==> src/rtl/duo_pkg.sv <==
package duo_pkg;
    typedef enum logic [2:0] {
        ST_IDLE,
        ST_CMD,
        ST_WDATA,
        ST_TURN,
        ST_RDATA,
        ST_HOLD
    } duo_state_e;
endpackage

==> src/rtl/duo_sync.sv <==
module duo_sync #(
    parameter int W = 4
) (
    input  logic         clk,
    input  logic         rst_n,
    input  logic [W-1:0] async_i,
    output logic [W-1:0] sync_o
);
    logic [W-1:0] stage1;

    always_ff @(posedge clk or negedge rst_n) begin
        if (!rst_n) begin
            stage1 <= '0;
            sync_o <= '0;
        end else begin
            stage1 <= async_i;
            sync_o <= stage1;
        end
    end
endmodule

==> src/rtl/duo_regfile.sv <==
module duo_regfile #(
    parameter int WORD_W = 16,
    parameter int ADDR_W = 8,
    parameter int DEPTH  = 16
) (
    input  logic              clk,
    input  logic              rst_n,
    input  logic              we,
    input  logic [ADDR_W-1:0] waddr,
    input  logic [WORD_W-1:0] wdata,
    input  logic [ADDR_W-1:0] raddr,
    output logic [WORD_W-1:0] rdata
);
    logic [DEPTH*WORD_W-1:0] flat;

    for (genvar g = 0; g < DEPTH; g++) begin : g_entry
        logic [WORD_W-1:0] r;
        always_ff @(posedge clk or negedge rst_n) begin
            if (!rst_n)
                r <= '0;
            else if (we && waddr == ADDR_W'(g))
                r <= wdata;
        end
        assign flat[g*WORD_W +: WORD_W] = r;
    end

    always_comb begin
        rdata = '0;
        for (int i = 0; i < DEPTH; i++) begin
            if (raddr == ADDR_W'(i))
                rdata = flat[i*WORD_W +: WORD_W];
        end
    end
endmodule

==> src/rtl/duo_serial_target.sv <==
module duo_serial_target
    import duo_pkg::*;
#(
    parameter int WORD_W = 16,
    parameter int ADDR_W = 8,
    parameter int DEPTH  = 16
) (
    input  logic       clk,
    input  logic       rst_n,
    input  logic       sclk_i,
    input  logic       cs_i,
    input  logic [1:0] d_in,
    output logic [1:0] d_out,
    output logic       d_oe
);
    localparam int PAIRS  = WORD_W / 2;
    localparam int CNT_W  = $clog2(PAIRS);
    localparam int RD_BIT = WORD_W - 1;
    localparam int SYNC_W = 4;

    // synchronized inputs and serial clock edges
    logic [SYNC_W-1:0] sync_bus;
    logic              cs_s, sclk_s, sclk_q, sclk_rise, sclk_fall;
    logic [1:0]        d_s;

    duo_sync #(.W(SYNC_W)) u_sync (
        .clk     (clk),
        .rst_n   (rst_n),
        .async_i ({cs_i, sclk_i, d_in}),
        .sync_o  (sync_bus)
    );

    assign cs_s   = sync_bus[3];
    assign sclk_s = sync_bus[2];
    assign d_s    = sync_bus[1:0];

    always_ff @(posedge clk or negedge rst_n) begin
        if (!rst_n) sclk_q <= 1'b0;
        else        sclk_q <= sclk_s;
    end

    assign sclk_rise = sclk_s & ~sclk_q;
    assign sclk_fall = ~sclk_s & sclk_q;

    // controller state
    duo_state_e        st, nxt;
    logic [CNT_W-1:0]  cnt;
    logic              last_pair;
    logic [WORD_W-1:0] rx_sr, rx_word, tx_sr, rd_data;
    logic [ADDR_W-1:0] addr_q;
    logic              rd_q, wr_en;

    assign last_pair = (cnt == CNT_W'(PAIRS - 1));
    assign rx_word   = {rx_sr[WORD_W-3:0], d_s};
    assign wr_en     = (st == ST_WDATA) && cs_s && sclk_rise && last_pair;

    duo_regfile #(.WORD_W(WORD_W), .ADDR_W(ADDR_W), .DEPTH(DEPTH)) u_regs (
        .clk   (clk),
        .rst_n (rst_n),
        .we    (wr_en),
        .waddr (addr_q),
        .wdata (rx_word),
        .raddr (rx_word[ADDR_W-1:0]),
        .rdata (rd_data)
    );

    always_comb begin
        nxt = st;
        if (!cs_s) begin
            nxt = ST_IDLE;
        end else begin
            unique case (st)
                ST_IDLE:  nxt = ST_CMD;
                ST_CMD:   if (sclk_rise && last_pair)
                              nxt = rx_word[RD_BIT] ? ST_TURN : ST_WDATA;
                ST_WDATA: if (sclk_rise && last_pair) nxt = ST_HOLD;
                ST_TURN:  if (sclk_fall) nxt = ST_RDATA;
                ST_RDATA: if (sclk_rise && last_pair) nxt = ST_HOLD;
                ST_HOLD:  nxt = ST_HOLD;
                default:  nxt = ST_IDLE;
            endcase
        end
    end

    always_ff @(posedge clk or negedge rst_n) begin
        if (!rst_n) st <= ST_IDLE;
        else        st <= nxt;
    end

    always_ff @(posedge clk or negedge rst_n) begin
        if (!rst_n) begin
            cnt    <= '0;
            rx_sr  <= '0;
            tx_sr  <= '0;
            addr_q <= '0;
            rd_q   <= 1'b0;
            d_out  <= 2'b00;
            d_oe   <= 1'b0;
        end else begin
            d_oe <= (nxt == ST_RDATA) || (nxt == ST_HOLD && rd_q);
            unique case (st)
                ST_CMD: if (sclk_rise) begin
                    rx_sr <= rx_word;
                    cnt   <= last_pair ? '0 : cnt + 1'b1;
                    if (last_pair) begin
                        addr_q <= rx_word[ADDR_W-1:0];
                        rd_q   <= rx_word[RD_BIT];
                        tx_sr  <= rd_data;
                    end
                end
                ST_WDATA: if (sclk_rise) begin
                    rx_sr <= rx_word;
                    cnt   <= last_pair ? '0 : cnt + 1'b1;
                end
                ST_RDATA: if (sclk_rise) begin
                    d_out <= tx_sr[WORD_W-1 -: 2];
                    tx_sr <= {tx_sr[WORD_W-3:0], 2'b00};
                    cnt   <= last_pair ? '0 : cnt + 1'b1;
                end
                default: ;
            endcase
            if (nxt == ST_IDLE) begin
                cnt   <= '0;
                rd_q  <= 1'b0;
                d_out <= 2'b00;
            end
        end
    end
endmodule

==> config.mk <==
export PLATFORM = sky130hd
export DESIGN_NAME = duo_serial_target
export DESIGN_NICKNAME = d
export VERILOG_FILES = /design/src/rtl/duo_pkg.sv /design/src/rtl/duo_sync.sv /design/src/rtl/duo_regfile.sv /design/src/rtl/duo_serial_target.sv
export SDC_FILE = /design/constraint.sdc
export NUM_CORES = 1
export LEC_CHECK = 0
export BUFFER_PORTS_ARGS = -buffer_cell sky130_fd_sc_hd__buf_4
export CAP_MARGIN = 20
export CELL_PAD_IN_SITES_DETAIL_PLACEMENT = 0
export CELL_PAD_IN_SITES_GLOBAL_PLACEMENT = 1
export CORE_MARGIN = 2
export CORE_UTILIZATION = 45
export DETAILED_ROUTE_END_ITERATION = 10
export HOLD_SLACK_MARGIN = 0.05
export PLACE_DENSITY = 0.71
export SLEW_MARGIN = 15
export SYNTH_ARGS = -nofsm -noshare
export SYNTH_HDL_FRONTEND = slang
export SYNTH_SLANG_ARGS = --single-unit
==> constraint.sdc <==
create_clock -name clk -period 2.59 [get_ports clk]
set_input_delay 0.518 -clock clk [delete_from_list [all_inputs] [get_ports clk]]
set_output_delay 0.518 -clock clk [all_outputs]
set_load 0.02 [all_outputs]
; ---- Yosys cells after proc, flatten, opt, wreduce, memory -nomap -nowiden
; Index checks and enable logic that the tools add are counted.
[totals]
latchBits = 0
n_memories = 0
mem_bits_ro = 0
ram_bits = 0
reg_bits = 313
output_inout_bits = 3
in_bits = 6
elab_cells = 151
[classes]
shift = 0
multipliers = 0
reduce_logical = 41
add_sub_neg = 1
bitwise = 4
magnitude_cmp = 0
div_mod_pow = 0
n_eq_ne = 41
n_mux = 37
[ops]
columns = cell, n
row1 = $mux W16, 19
row2 = $eq A8 B4 Y1 const B, 16
row3 = $eq A8 B3 Y1 const B, 8
row4 = $eq A8 B2 Y1 const B, 4
row5 = $pmux W16 S2, 1
row6 = $mux W3, 8
row7 = $logic_and A1 B1 Y1, 21
row8 = $eq A8 B1 Y1 const B, 2
row9 = $logic_not A8 Y1, 2
row10 = $eq A3 B3 Y1 const B, 5
row11 = $pmux W3 S5, 1
row12 = $reduce_bool A2 Y1, 6
row13 = $eq A3 B2 Y1 const B, 2
row14 = $logic_not A3 Y1, 2
row15 = $mux W2, 3
row16 = $ne A2 B2 Y1 const B, 3
row17 = $reduce_and A2 Y1, 3
row18 = $reduce_and A3 Y1, 2
row19 = $mux W1, 5
row20 = $reduce_and A4 Y1, 1
row21 = $reduce_or A2 Y1, 2
row22 = $add A3 B1 Y3 const B, 1
row23 = $eq A3 B1 Y1 const B, 1
row24 = $reduce_or A3 Y1, 1
row25 = other kinds (3), 5

; ---- Logic depth before layout (Yosys ltp)
; Gate-level depths: netlist (run 1).
[depth]
depth_word = 20
ltp_mapped = 9
mapped_depth_nobuf = 7

; ---- Hierarchy
; Synthesis (run 1) repeated with hierarchy kept, for this count alone.
[hier_totals]
hier_cells = 1174
hier_area_um2 = 14856.7
[by_module_without_submodules]
columns = module, instances, seq_area_each_um2, area_per_inst_um2, cells_each
row1 = duo_regfile, 1, 6406.1, 12465.7, 987
row2 = duo_serial_target, 1, 1226.2, 2190.9, 179
row3 = duo_sync, 1, 200.2, 200.2, 8

; ---- Worst setup path after synthesis (run 1)
; Ideal clock, no wire load.
[synth_timing]
kind = flip-flop to flip-flop
start = register cnt[0]
end = register u_regs.g_entry[0].r[10]
path_slack_ps = 214
path_stages_with_launch = 10
path_buffers = 2
setup_ps = 125
arrival_ps = 2251
required_ps = 2465
synth_period_minus_slack_ps = 2376
path_cell_list = dfrtp_1 ha_1 ha_1 and4bb_4 nand4_4 or3_1 buf_4 nor3_4 buf_8 mux2_4
[synth_via]
elab_chain_cells = 3
[synth_rtl]
columns = element, line_no
row1 = "start, declared", duo_serial_target.sv:47  ; logic [CNT_W-1:0] cnt;
row2 = "start signal, assigned", duo_serial_target.sv:104  ; cnt <= last_pair ? '0 : cnt + 1'b1;
row3 = "start signal, assigned", duo_serial_target.sv:113  ; cnt <= last_pair ? '0 : cnt + 1'b1;
row4 = "start signal, assigned", duo_serial_target.sv:118  ; cnt <= last_pair ? '0 : cnt + 1'b1;
row5 = $eq A3 B3 Y1, duo_serial_target.sv:53  ; assign last_pair = (cnt == CNT_W'(PAIRS - 1));
row6 = $logic_and A1 B1 Y1, duo_serial_target.sv:55  ; assign wr_en = (st == ST_WDATA) && cs_s && sclk_rise && last_pair;
row7 = $logic_and A1 B1 Y1, duo_regfile.sv:21  ; else if (we && waddr == ADDR_W'(g))
row8 = "end signal, assigned", duo_regfile.sv:22  ; r <= wdata;
row9 = "end, declared", duo_regfile.sv:17  ; logic [WORD_W-1:0] r;
; No other way between the ends.
; A chain may end at the register's enable or synchronous reset.

; ---- Worst setup path after layout (run 1)
[layout_timing]
start = register cnt[0]
end = register u_regs.g_entry[0].r[0]
; The elaborated chain is that of the path after synthesis.

==> flow_summary.yaml, run 1 <==
timing:
  report.final.hold_viol_count: 0
  hold_slack_ns: 0.105
  max_freq_mhz: 402
  worstMarginPinSlew_ns: 0.996
  grt_setup_unrepaired: "yes"
  setup_viol: 0
  clock_skew_ns: 0.0162
  min_period_over_period_pct: 96.1
  fin_crit_ns: 2.49
  slew_headroom_pct: 33.6
  final.setup.worst_slack_ns: 0.102
  finalMaxSlewViolations: 0
  setup_tns_ns: 0
layout:
  layout.nets: 1165
  final_core_util_pct: 52.7
  final_common_cell: "dfrtp_1"
  stdcell_area_um2: 17100
  fin_cells: 1624
  n_antenna_cell: 0
  drive_gt1_share_pct: 41.2
  areaGrowthSynthToFinish_pct: 15.6
  final_cell_mix: "310 x dfrtp_1, 268 x mux2_2, 76 x buf_4"
power:
  p_sw_mw: 3.11
  power_density_nw_per_um2: 683
  clkPwrFrac_pct: 44.7
  leakage_nw: 8.08
  finalPower_mw: 11.6
  irDropWorstVdd_uv: 368
  intPower_mw: 8.54
  switching_share_pct: 26.7
  p_seq_share_pct: 46.0
  combPwrFrac_pct: 9.3
routing:
  drtPass1Iterations: 5
  ant_nets: 0
  drt-total-wl_um: 38800
  drt_iter0_drc: 665
  drc_errors: 0
  via_per_inst: 5.83
  wl_per_cell_um: 23.9
  vias: 9475
critical_path:
  timing.rr.end: "u_regs.g_entry[0].r[0]"
  r2r_start: "cnt[0]"
  start_kind: "flip-flop"
  cpPeakStageDelay_ns: 0.52
  path_cells: "ha_1 -> ha_1 -> and4bb_4 -> nand4_4 -> or3_1 -> nor3_4 -> buf_12 -> mux2_2"
  crit_required_ns: 2.99
  rr_worst_depth: 8
  cp-end-kind: "flip-flop"
  cp.arrival_ns: 2.89
  crit_path_top_delay_cell: "or3_1"
  critPathKind: "reg2reg"
  worst_path_most_repeated_cell: "ha_1"
  reg2reg_slack_ns: 0.10
  path_max_fanout: 16
worst_hold_path:
  hold_path_depth: 1
  min_path_type: "in2reg"
  min_to: "u_sync.stage1[0]"
  hold_start: "d_in[0]"
global_routing:
  grt_antenna_before_repair: 0
  first_global_vias: 9722
  grt_usage_pct: 23.5
  grt_max_degree: 63
  grt.overflow.total: 0
  grt_pass1_wl_um: 60400
synthesis:
  async_reset_ff_share_pct: 100
  syn-instance-count: 1117
  synth_top_area_share_pct: 53.1
  synth_area_per_cell_um2: 13.2
  ys_types: 73
  syn_area_um2: 14800
  synth-seq-cells: 313
  synth_edf_count: 0
  ys_warn_count: 0
  synth_area_leader_cell: "dfrtp_1"
  synth-main-ff-cell: "dfrtp_1"
  syn_nets: 1125
  yosys-top-cells-area: "dfrtp_1 53%, mux2_2 20%, mux4_2 3.5%"
  synth.yosys.seq_area_share_pct: 53.1
placement:
  dpl.cell_count: 1560
  placed_area_um2: 15800
  hpwlAfterDp_um: 24900
  portBuffers: 8
  dpl_worst_slack_ns: 0.0884
  gp_congestion: 0.848
floorplan:
  rows: 66
  core_um2: 32400
  io_pins: 9
  die_h_um: 185
  start_util_pct: 45.6
  die-area_um2: 34200
  fp.dieW_um: 185
clocking:
  clockBufferDepth: 3
  insertion_delay_ns: 0.52
  cts.sinks: 313
  clk_pin_slew_ns: 0.06
  cts_buffers: 35
  h-tree-depth: 2
  clock_tree.root_cell: "clkbuf_16"
  post_cts_resized: 0
  cts_tree: "built"
status:
  status: "complete, no violations"
run:
  cap_viol_max_count: 0
## state kept, by name, indices dropped and copies added (netlist names)
signal            cells
u_regs.g_entry.r    256
rd_q                  1
tx_sr                16
addr_q                8
cnt                   3
st                    3
d_out                 2
u_sync.sync_o         4
sclk_q                1
u_sync.stage1         4
d_oe                  1
rx_sr                14
## synthesized netlist by cell type (all sizes together) (15+ instances only)
cell    number
a21oi       26
nor2b       15
dfrtp      313
o21ai       34
clkbuf      62
nand2       63
a221oi      19
nand2b      15
mux2       289
buf         31
mux2i       31
nor2        37
mux4        23
## power by group through the flow
| stage | clock (mW) | combinational, mW | sequential, mW |
|---|---|---|---|
| after floorplan | 0 | 0.689 | 5.14 |
| after global placement | 0 | 1.07 | 5.44 |
| after detailed placement | 0 | 1.07 | 5.45 |
| after CTS | 5.31 | 1.08 | 5.36 |
| after global routing | 5.53 | 1.16 | 5.38 |
| final | 5.20 | 1.09 | 5.36 |
## worst max-delay path, delay by kind of cell, from the launching register on
kind | cells | cell delay [ns]
flip-flops | 1 | 0.36
multiplexers | 1 | 0.35
buffers and inverters | 1 | 0.20
adder cells (fa/ha/maj) | 2 | 0.33
AND/OR/NAND/NOR | 4 | 1.12
## worst max path at each step
stage	startpoint	to	slack (ns)	depth (start not counted)
after detailed placement	cnt[0]	u_regs.g_entry[0].r[0]	0.09	8
after floorplan	cnt[0]	u_regs.g_entry[0].r[10]	0.21	9
final	cnt[0]	u_regs.g_entry[0].r[0]	0.10	8
after global routing	cnt[0]	u_regs.g_entry[0].r[15]	-0.02	8
after CTS	cnt[0]	u_regs.g_entry[0].r[0]	0.07	8
after global placement	cnt[0]	u_regs.g_entry[8].r[4]	0.11	8
## repair_timing
| action | 4_1_cts | 5_1_grt |
|---|---|---|
| setup endpoints to repair | 0 | 11 |
| buffers inserted | 0 | 1 |
| endpoints found under the hold margin | 37 | 0 |
| hold buffers | 1 | 0 |
## metal layers
metal  global-route usage (%)  wire length (µm)  vias to the layer above
met2                     37.5             18300                      233
met5                        0                 0                        -
met4                     7.33              1180                        0
li1                         -                 -                     4187
met1                     33.7             17700                     4982
met3                     2.87              1600                       73
## layout make-up
| class | count | area (µm²) |
|---|---|---|
| inverter | 9 | 33.8 |
| multi-input combinational | 702 | 6460 |
| tap | 442 | 553 |
| timing repair buffer | 96 | 956 |
| fill | 2752 | 15300 |
| clock inverter | 15 | 215 |
| sequential | 313 | 7840 |
| clock buffer | 47 | 991 |
## logic make-up (layout without fill, tap and decap cells)
family / count (synthesis) / in the layout / share of synthesized area, %
simple gates: 179 / 179 / 6.62
buf+inv: 102 / 167 / 3.22
fa+ha+maj: 2 / 2 / 0.170
mux: 343 / 343 / 28.2
compound gates: 177 / 177 / 8.64
flops: 313 / 313 / 53.1
xor+xnor: 1 / 1 / 0.0594
Note: power is estimated with default switching activity, not from simulation.
==> inputs of run 2 (changes only) <==
--- a/config.mk
+++ b/config.mk
@@ -5,6 +5,7 @@
 export SDC_FILE = /design/constraint.sdc
 export NUM_CORES = 1
 export LEC_CHECK = 0
+export ABC_AREA = 1
 export BUFFER_PORTS_ARGS = -buffer_cell sky130_fd_sc_hd__buf_4
 export CAP_MARGIN = 20
 export CELL_PAD_IN_SITES_DETAIL_PLACEMENT = 0
@@ -13,7 +14,7 @@
 export CORE_UTILIZATION = 45
 export DETAILED_ROUTE_END_ITERATION = 10
 export HOLD_SLACK_MARGIN = 0.05
-export PLACE_DENSITY = 0.71
+export PLACE_DENSITY = 0.76
 export SLEW_MARGIN = 15
 export SYNTH_ARGS = -nofsm -noshare
 export SYNTH_HDL_FRONTEND = slang
==> flow_summary.yaml, run 2 <==
clocking:
  post_cts_resized: 0
  clk_pin_slew_ns: 0.06
  cts.sinks: 313
  cts_tree: "built"
  post-cts-setup-buffer-count: 0
  clock_tree.root_cell: "clkbuf_16"
  cts_buffers: 37
  h-tree-depth: 2
  insertion_delay_ns: 0.52
  clockBufferDepth: 3
critical_path:
  cp.arrival_ns: 2.64
  rr_worst_depth: 13
  reg2reg_slack_ns: 0.38
  timing.rr.end: "tx_sr[11]"
  path_max_fanout: 11
  start_kind: "flip-flop"
  cp-end-kind: "flip-flop"
  r2r_start: "u_sync.sync_o[1]"
  critPathKind: "reg2reg"
  crit_required_ns: 3.03
routing:
  ant_nets: 0
  drtPass1Iterations: 5
  via_per_inst: 5.27
  vias: 10900
  drc_errors: 0
  drt_iter0_drc: 952
  drt-total-wl_um: 36500
  wl_per_cell_um: 17.7
timing:
  slew_headroom_pct: 45.0
  setup_tns_ns: 0
  setup_viol: 0
  report.final.hold_viol_count: 0
  max_freq_mhz: 453
  fin_crit_ns: 2.21
  finalMaxSlewViolations: 0
  grt_setup_unrepaired: "no"
  min_period_over_period_pct: 85.2
  worstMarginPinSlew_ns: 0.821
  clock_skew_ns: 0.0150
floorplan:
  die_h_um: 179
  core_um2: 29800
  die-area_um2: 31900
  rows: 63
  start_util_pct: 46.1
  io_pins: 9
  fp.dieW_um: 179
layout:
  largest-register: "u_regs.g_entry.r"
  layout.nets: 1653
  areaGrowthSynthToFinish_pct: 12.6
  largest_reg_flops: 256
  final_cell_mix: "502 x nand2_1, 313 x dfrtp_1, 172 x o21ai_0"
  drive_gt1_share_pct: 9.05
  stdcell_area_um2: 15400
  final_core_util_pct: 51.9
  final_common_cell: "nand2_1"
  fillers: 2875
  reg_top3: "u_regs.g_entry.r (256), tx_sr (16), rx_sr (14)"
  n_antenna_cell: 0
  fin_cells: 2059
power:
  combPwrFrac_pct: 8.6
  intPower_mw: 8.16
  switching_share_pct: 25.9
  power_density_nw_per_um2: 713
  p_sw_mw: 2.85
  irDropWorstVdd_uv: 467
  clkPwrFrac_pct: 45.8
  leakage_nw: 6.78
  p_seq_share_pct: 45.6
  finalPower_mw: 11.0
global_routing:
  grt_usage_pct: 24.0
  grt_max_degree: 65
  grt.overflow.total: 0
  grt_pass1_wl_um: 59200
  grt_antenna_before_repair: 0
  first_global_vias: 10700
worst_hold_path:
  hold_start: "d_in[1]"
  min_to: "u_sync.stage1[1]"
  hold_path_depth: 1
  min_path_type: "in2reg"
synthesis:
  yosysMostFrequentCell: "nand2_1"
  synth.yosys.seq_area_share_pct: 57.1
  syn_area_um2: 13700
  synth_area_per_cell_um2: 8.35
  synth-seq-cells: 313
  synth_common_cells: "502 x nand2_1, 313 x dfrtp_1, 172 x o21ai_0, 127 x o21ai_1, 123 x nor2_1"
  synth_area_leader_cell: "dfrtp_1"
  async_reset_ff_share_pct: 100
  syn_nets: 1651
  synth-main-ff-cell: "dfrtp_1"
  syn-instance-count: 1643
  synth_top_area_share_pct: 57.1
  synth_edf_count: 0
  ys_types: 29
  yosys-top-cells-area: "dfrtp_1 57%, nand2_1 14%, o21ai_0 6.3%"
  ys_warn_count: 0
placement:
  hpwlAfterDp_um: 23700
  dpl.cell_count: 1995
  portBuffers: 8
  gp_congestion: 0.857
  placed_area_um2: 14300
status:
  status: "complete, no violations"
run:
  cap_viol_max_count: 0
## run 2: cell families after synthesis
| kind of cell | synth area share [%] |
|---|---|
| AND/OR/NAND/NOR | 23.8 |
| AO/OA/AOI/OAI | 12.7 |
| buffers and inverters | 6.32 |
| flip-flops | 57.1 |
| adder cells (fa/ha/maj) | 0.182 |
## run 2: what timing repair did
action	4_1_cts	5_1_grt
hold buffers	1	0
endpoints found under the setup margin	0	0
hold endpoints to repair	55	0
## run 2: worst max path at each step
stage / cells after the start / to / startpoint / slack (ns)
6_report: 13 / tx_sr[11] / u_sync.sync_o[1] / 0.38
5_1_grt: 16 / tx_sr[7] / rx_sr[3] / 0.11
4_1_cts: 14 / tx_sr[11] / rx_sr[3] / 0.36
3_5_place_dp: 14 / tx_sr[11] / rx_sr[3] / 0.39
3_3_place_gp: 15 / tx_sr[3] / u_sync.sync_o[0] / 0.37
2_1_floorplan: 10 / tx_sr[10] / cnt[0] / 0.75
## run 2: power by group through the flow
stage | Combinational (mW) | Sequential [mW] | Clock (mW)
5_1_grt | 1.05 | 5.03 | 5.35
3_3_place_gp | 0.965 | 5.10 | 0
3_5_place_dp | 0.970 | 5.11 | 0
6_report | 0.951 | 5.02 | 5.04
4_1_cts | 0.971 | 5.02 | 5.13
2_1_floorplan | 0.511 | 5.10 | 0
## run 2: cell type report
cell class	instances	area (µm²)	area share (%)
flip-flops and latches	313	7830	50.7
multi-input cells	1122	5030	32.5
clock buffers	55	1090	7.09
repair buffers	57	500	3.24
well taps	390	488	3.16
inverters	114	428	2.77
clock inverters	8	80.1	0.518
## run 2: stage by stage
stage	hold WS (ns)	setup slack, ns
3_3_place_gp	0.333	0.372
4_1_cts	0.0992	0.359
3_5_place_dp	0.337	0.385
6_report	0.110	0.383
5_1_grt	0.101	0.106
2_1_floorplan	0.222	0.751
## run 2: critical path, stage by stage (launching register included)
cell and delay [ns]:
dfrtp_1 0.45, inv_2 0.11, nand2_4 0.04, nor2_1 0.64, nand3_1 0.16, nand3_1 0.13
nor2_1 0.04, nand4_1 0.07, nor2_1 0.06, nand4_1 0.11, nor2_1 0.05, nand4_1 0.07
nand2_1 0.06, a21oi_1 0.12
## run 2: routing by layer
layer  part of all wire (%)  global-route usage [%]  up-vias  routed length [µm]
li1                       -                       -     5319                   -
met5                      0                       0        -                   0
met3                    3.4                    3.20       70                1250
met2                     45                    37.8      215               16500
met4                    2.5                    6.94        0                 929
met1                     49                    34.7     5256               17800
==> inputs of run 3 (changes only) <==
--- a/config.mk
+++ b/config.mk
@@ -10,6 +10,7 @@
 export CAP_MARGIN = 20
 export CELL_PAD_IN_SITES_DETAIL_PLACEMENT = 0
 export CELL_PAD_IN_SITES_GLOBAL_PLACEMENT = 1
+export CORE_ASPECT_RATIO = 0.7
 export CORE_MARGIN = 2
 export CORE_UTILIZATION = 45
 export DETAILED_ROUTE_END_ITERATION = 10
@@ -19,3 +20,4 @@
 export SYNTH_ARGS = -nofsm -noshare
 export SYNTH_HDL_FRONTEND = slang
 export SYNTH_SLANG_ARGS = --single-unit
+export TNS_END_PERCENT = 5
==> flow_summary.yaml, run 3 (synthesized netlist as in run 2, its figures left out) <==
placement:
  hpwlAfterDp_um: 23200
  gp_congestion: 0.831
  portBuffers: 8
clocking:
  clk_pin_slew_ns: 0.06
  cts_tree: "built"
  post-cts-setup-buffer-count: 0
  clock_tree.root_cell: "clkbuf_16"
  insertion_delay_ns: 0.58
  cts_buffers: 30
  h-tree-depth: 1
  cts.sinks: 313
  clockBufferDepth: 3
routing:
  drt-total-wl_um: 35900
  wl_per_cell_um: 17.3
  drc_errors: 0
  via_per_inst: 5.21
  top_layer: "met4"
  wl_met2_um: 14700
  routed-wl-met3_um: 2510
  ant_nets: 0
  drtPass1Iterations: 5
  vias: 10800
  drt_iter0_drc: 965
  wl_met1_um: 18100
global_routing:
  grt_pass1_wl_um: 57900
  grt.overflow.total: 0
  grt_usage_pct: 23.4
  grt_antenna_before_repair: 0
  first_global_vias: 10100
  grt_max_degree: 67
floorplan:
  io_pins: 9
  core_um2: 30000
  fp.dieW_um: 213
  rows: 53
  die_h_um: 150
  die-area_um2: 31900
  start_util_pct: 45.7
timing:
  setup_viol: 0
  fin_crit_ns: 2.27
  worstMarginPinSlew_ns: 0.794
  finalMaxSlewViolations: 0
  setup_tns_ns: 0
  min_period_over_period_pct: 87.8
  slew_headroom_pct: 47.0
  grt_setup_unrepaired: "no"
  max_freq_mhz: 440
  report.final.hold_viol_count: 0
  clock_skew_ns: 0.00977
critical_path:
  path_cells: "ha_1 -> ha_1 -> inv_1 -> nor2_1 -> inv_1 -> nor3_4 -> nand2_1 -> buf_4 -> nand2_1 -> o21ai_0"
  r2r_start: "cnt[1]"
  crit_path_top_delay_cell: "nor3_4"
  crit_required_ns: 3.01
  startpoint: "cnt[1]"
  start_kind: "flip-flop"
  cpPeakStageDelay_ns: 0.49
  path_max_fanout: 32
  cp.arrival_ns: 2.69
  critPathKind: "reg2reg"
  cp-end-kind: "flip-flop"
power:
  irDropWorstVdd_uv: 480
  power_density_nw_per_um2: 668
  leakage_nw: 6.68
layout:
  largest_reg_flops: 256
  largest-register: "u_regs.g_entry.r"
  final_common_cell: "nand2_1"
  fillers: 2965
  areaGrowthSynthToFinish_pct: 11.4
  layout.nets: 1653
  final_core_util_pct: 50.9
  n_antenna_cell: 0
  drive_gt1_share_pct: 8.58
  reg_top3: "u_regs.g_entry.r (256), tx_sr (16), rx_sr (14)"
  final_cell_mix: "501 x nand2_1, 313 x dfrtp_1, 172 x o21ai_0"
run:
  cap_viol_max_count: 0
worst_hold_path:
  min_path_type: "reg2reg"
  hold_start: "u_sync.stage1[3]"
status:
  status: "complete, no violations"
run 3: cell types whose count changed in the layout (fill, tap and decap cells not counted), moves of 3 or more:
cell	previous run	this run
buf_4	50	54
clkbuf_1	9	13
clkbuf_16	38	30
clkinv_2	5	2
dlygate4sd3_1	1	5
run 3: path summary, 6_finish.rpt:
check	to	slack, ns	cells after the start
setup / recovery	u_regs.g_entry[4].r[6]	0.32	10
min in group asynchronous	u_regs.g_entry[3].r[1]	0.48	2
max in group asynchronous	u_regs.g_entry[13].r[12]	1.32	3
hold / removal	u_sync.sync_o[3]	0.35	0
hold reg to reg	u_sync.sync_o[3]	0.35	0
setup reg to reg	u_regs.g_entry[4].r[6]	0.32	10
run 3: power breakdown:
part / switching (mW) / internal, mW / total, mW
Combinational: 0.793 / 0.177 / 0.970
Sequential: 0.0557 / 4.97 / 5.02
Clock: 1.88 / 2.34 / 4.22
Total: 2.72 / 7.48 / 10.2
run 3: worst max-delay path, delay by kind of cell (launching register included):
kind	cells	cell delay (ns)
and+or+nand+nor	4	0.89
AOI/OAI and AO/OA	1	0.08
adders and majority gates	2	0.29
DFF	1	0.36
buffers and inverters	3	0.45
run 3: what timing repair did:
item	4_1_cts	5_1_grt
gates resized for setup	0	2
hold endpoints to repair	62	0
hold buffers	5	0
endpoints found under the setup margin	0	5
run 3: final cells by class:
cell class	count	area, µm²	area share (%)
Clock buffer	50	896	5.86
Tap cell	412	515	3.37
Multi-Input combinational cell	1122	5030	32.9
Clock inverter	4	33.8	0.221
Inverter	114	428	2.80
Timing Repair Buffer	64	551	3.60
Sequential cell	313	7830	51.2
run 3: metrics by stage:
| step | hold WS [ns] | setup slack (ns) | cells | cell area (µm²) | power [mW] |
|---|---|---|---|---|---|
| after floorplan | 0.222 | 0.751 | 1643 | 13700 | 5.61 |
| after detailed placement | 0.340 | 0.166 | 2020 | 14300 | 6.08 |
| after global routing | 0.363 | 0.0869 | 2079 | 15300 | 10.6 |
| after global placement | 0.337 | 0.240 | 2020 | 14300 | 6.08 |
| final | 0.354 | 0.317 | 2079 | 15300 | 10.2 |
| after CTS | 0.360 | 0.153 | 2079 | 15300 | 10.3 |
run 3: per-layer routing:
metal  global-route usage (%)  vias to the layer above
met1                     36.8                     5167
li1                         -                     5335
met5                        0                        -
met2                     34.5                      285
met3                     3.73                       46
met4                     3.88                        0
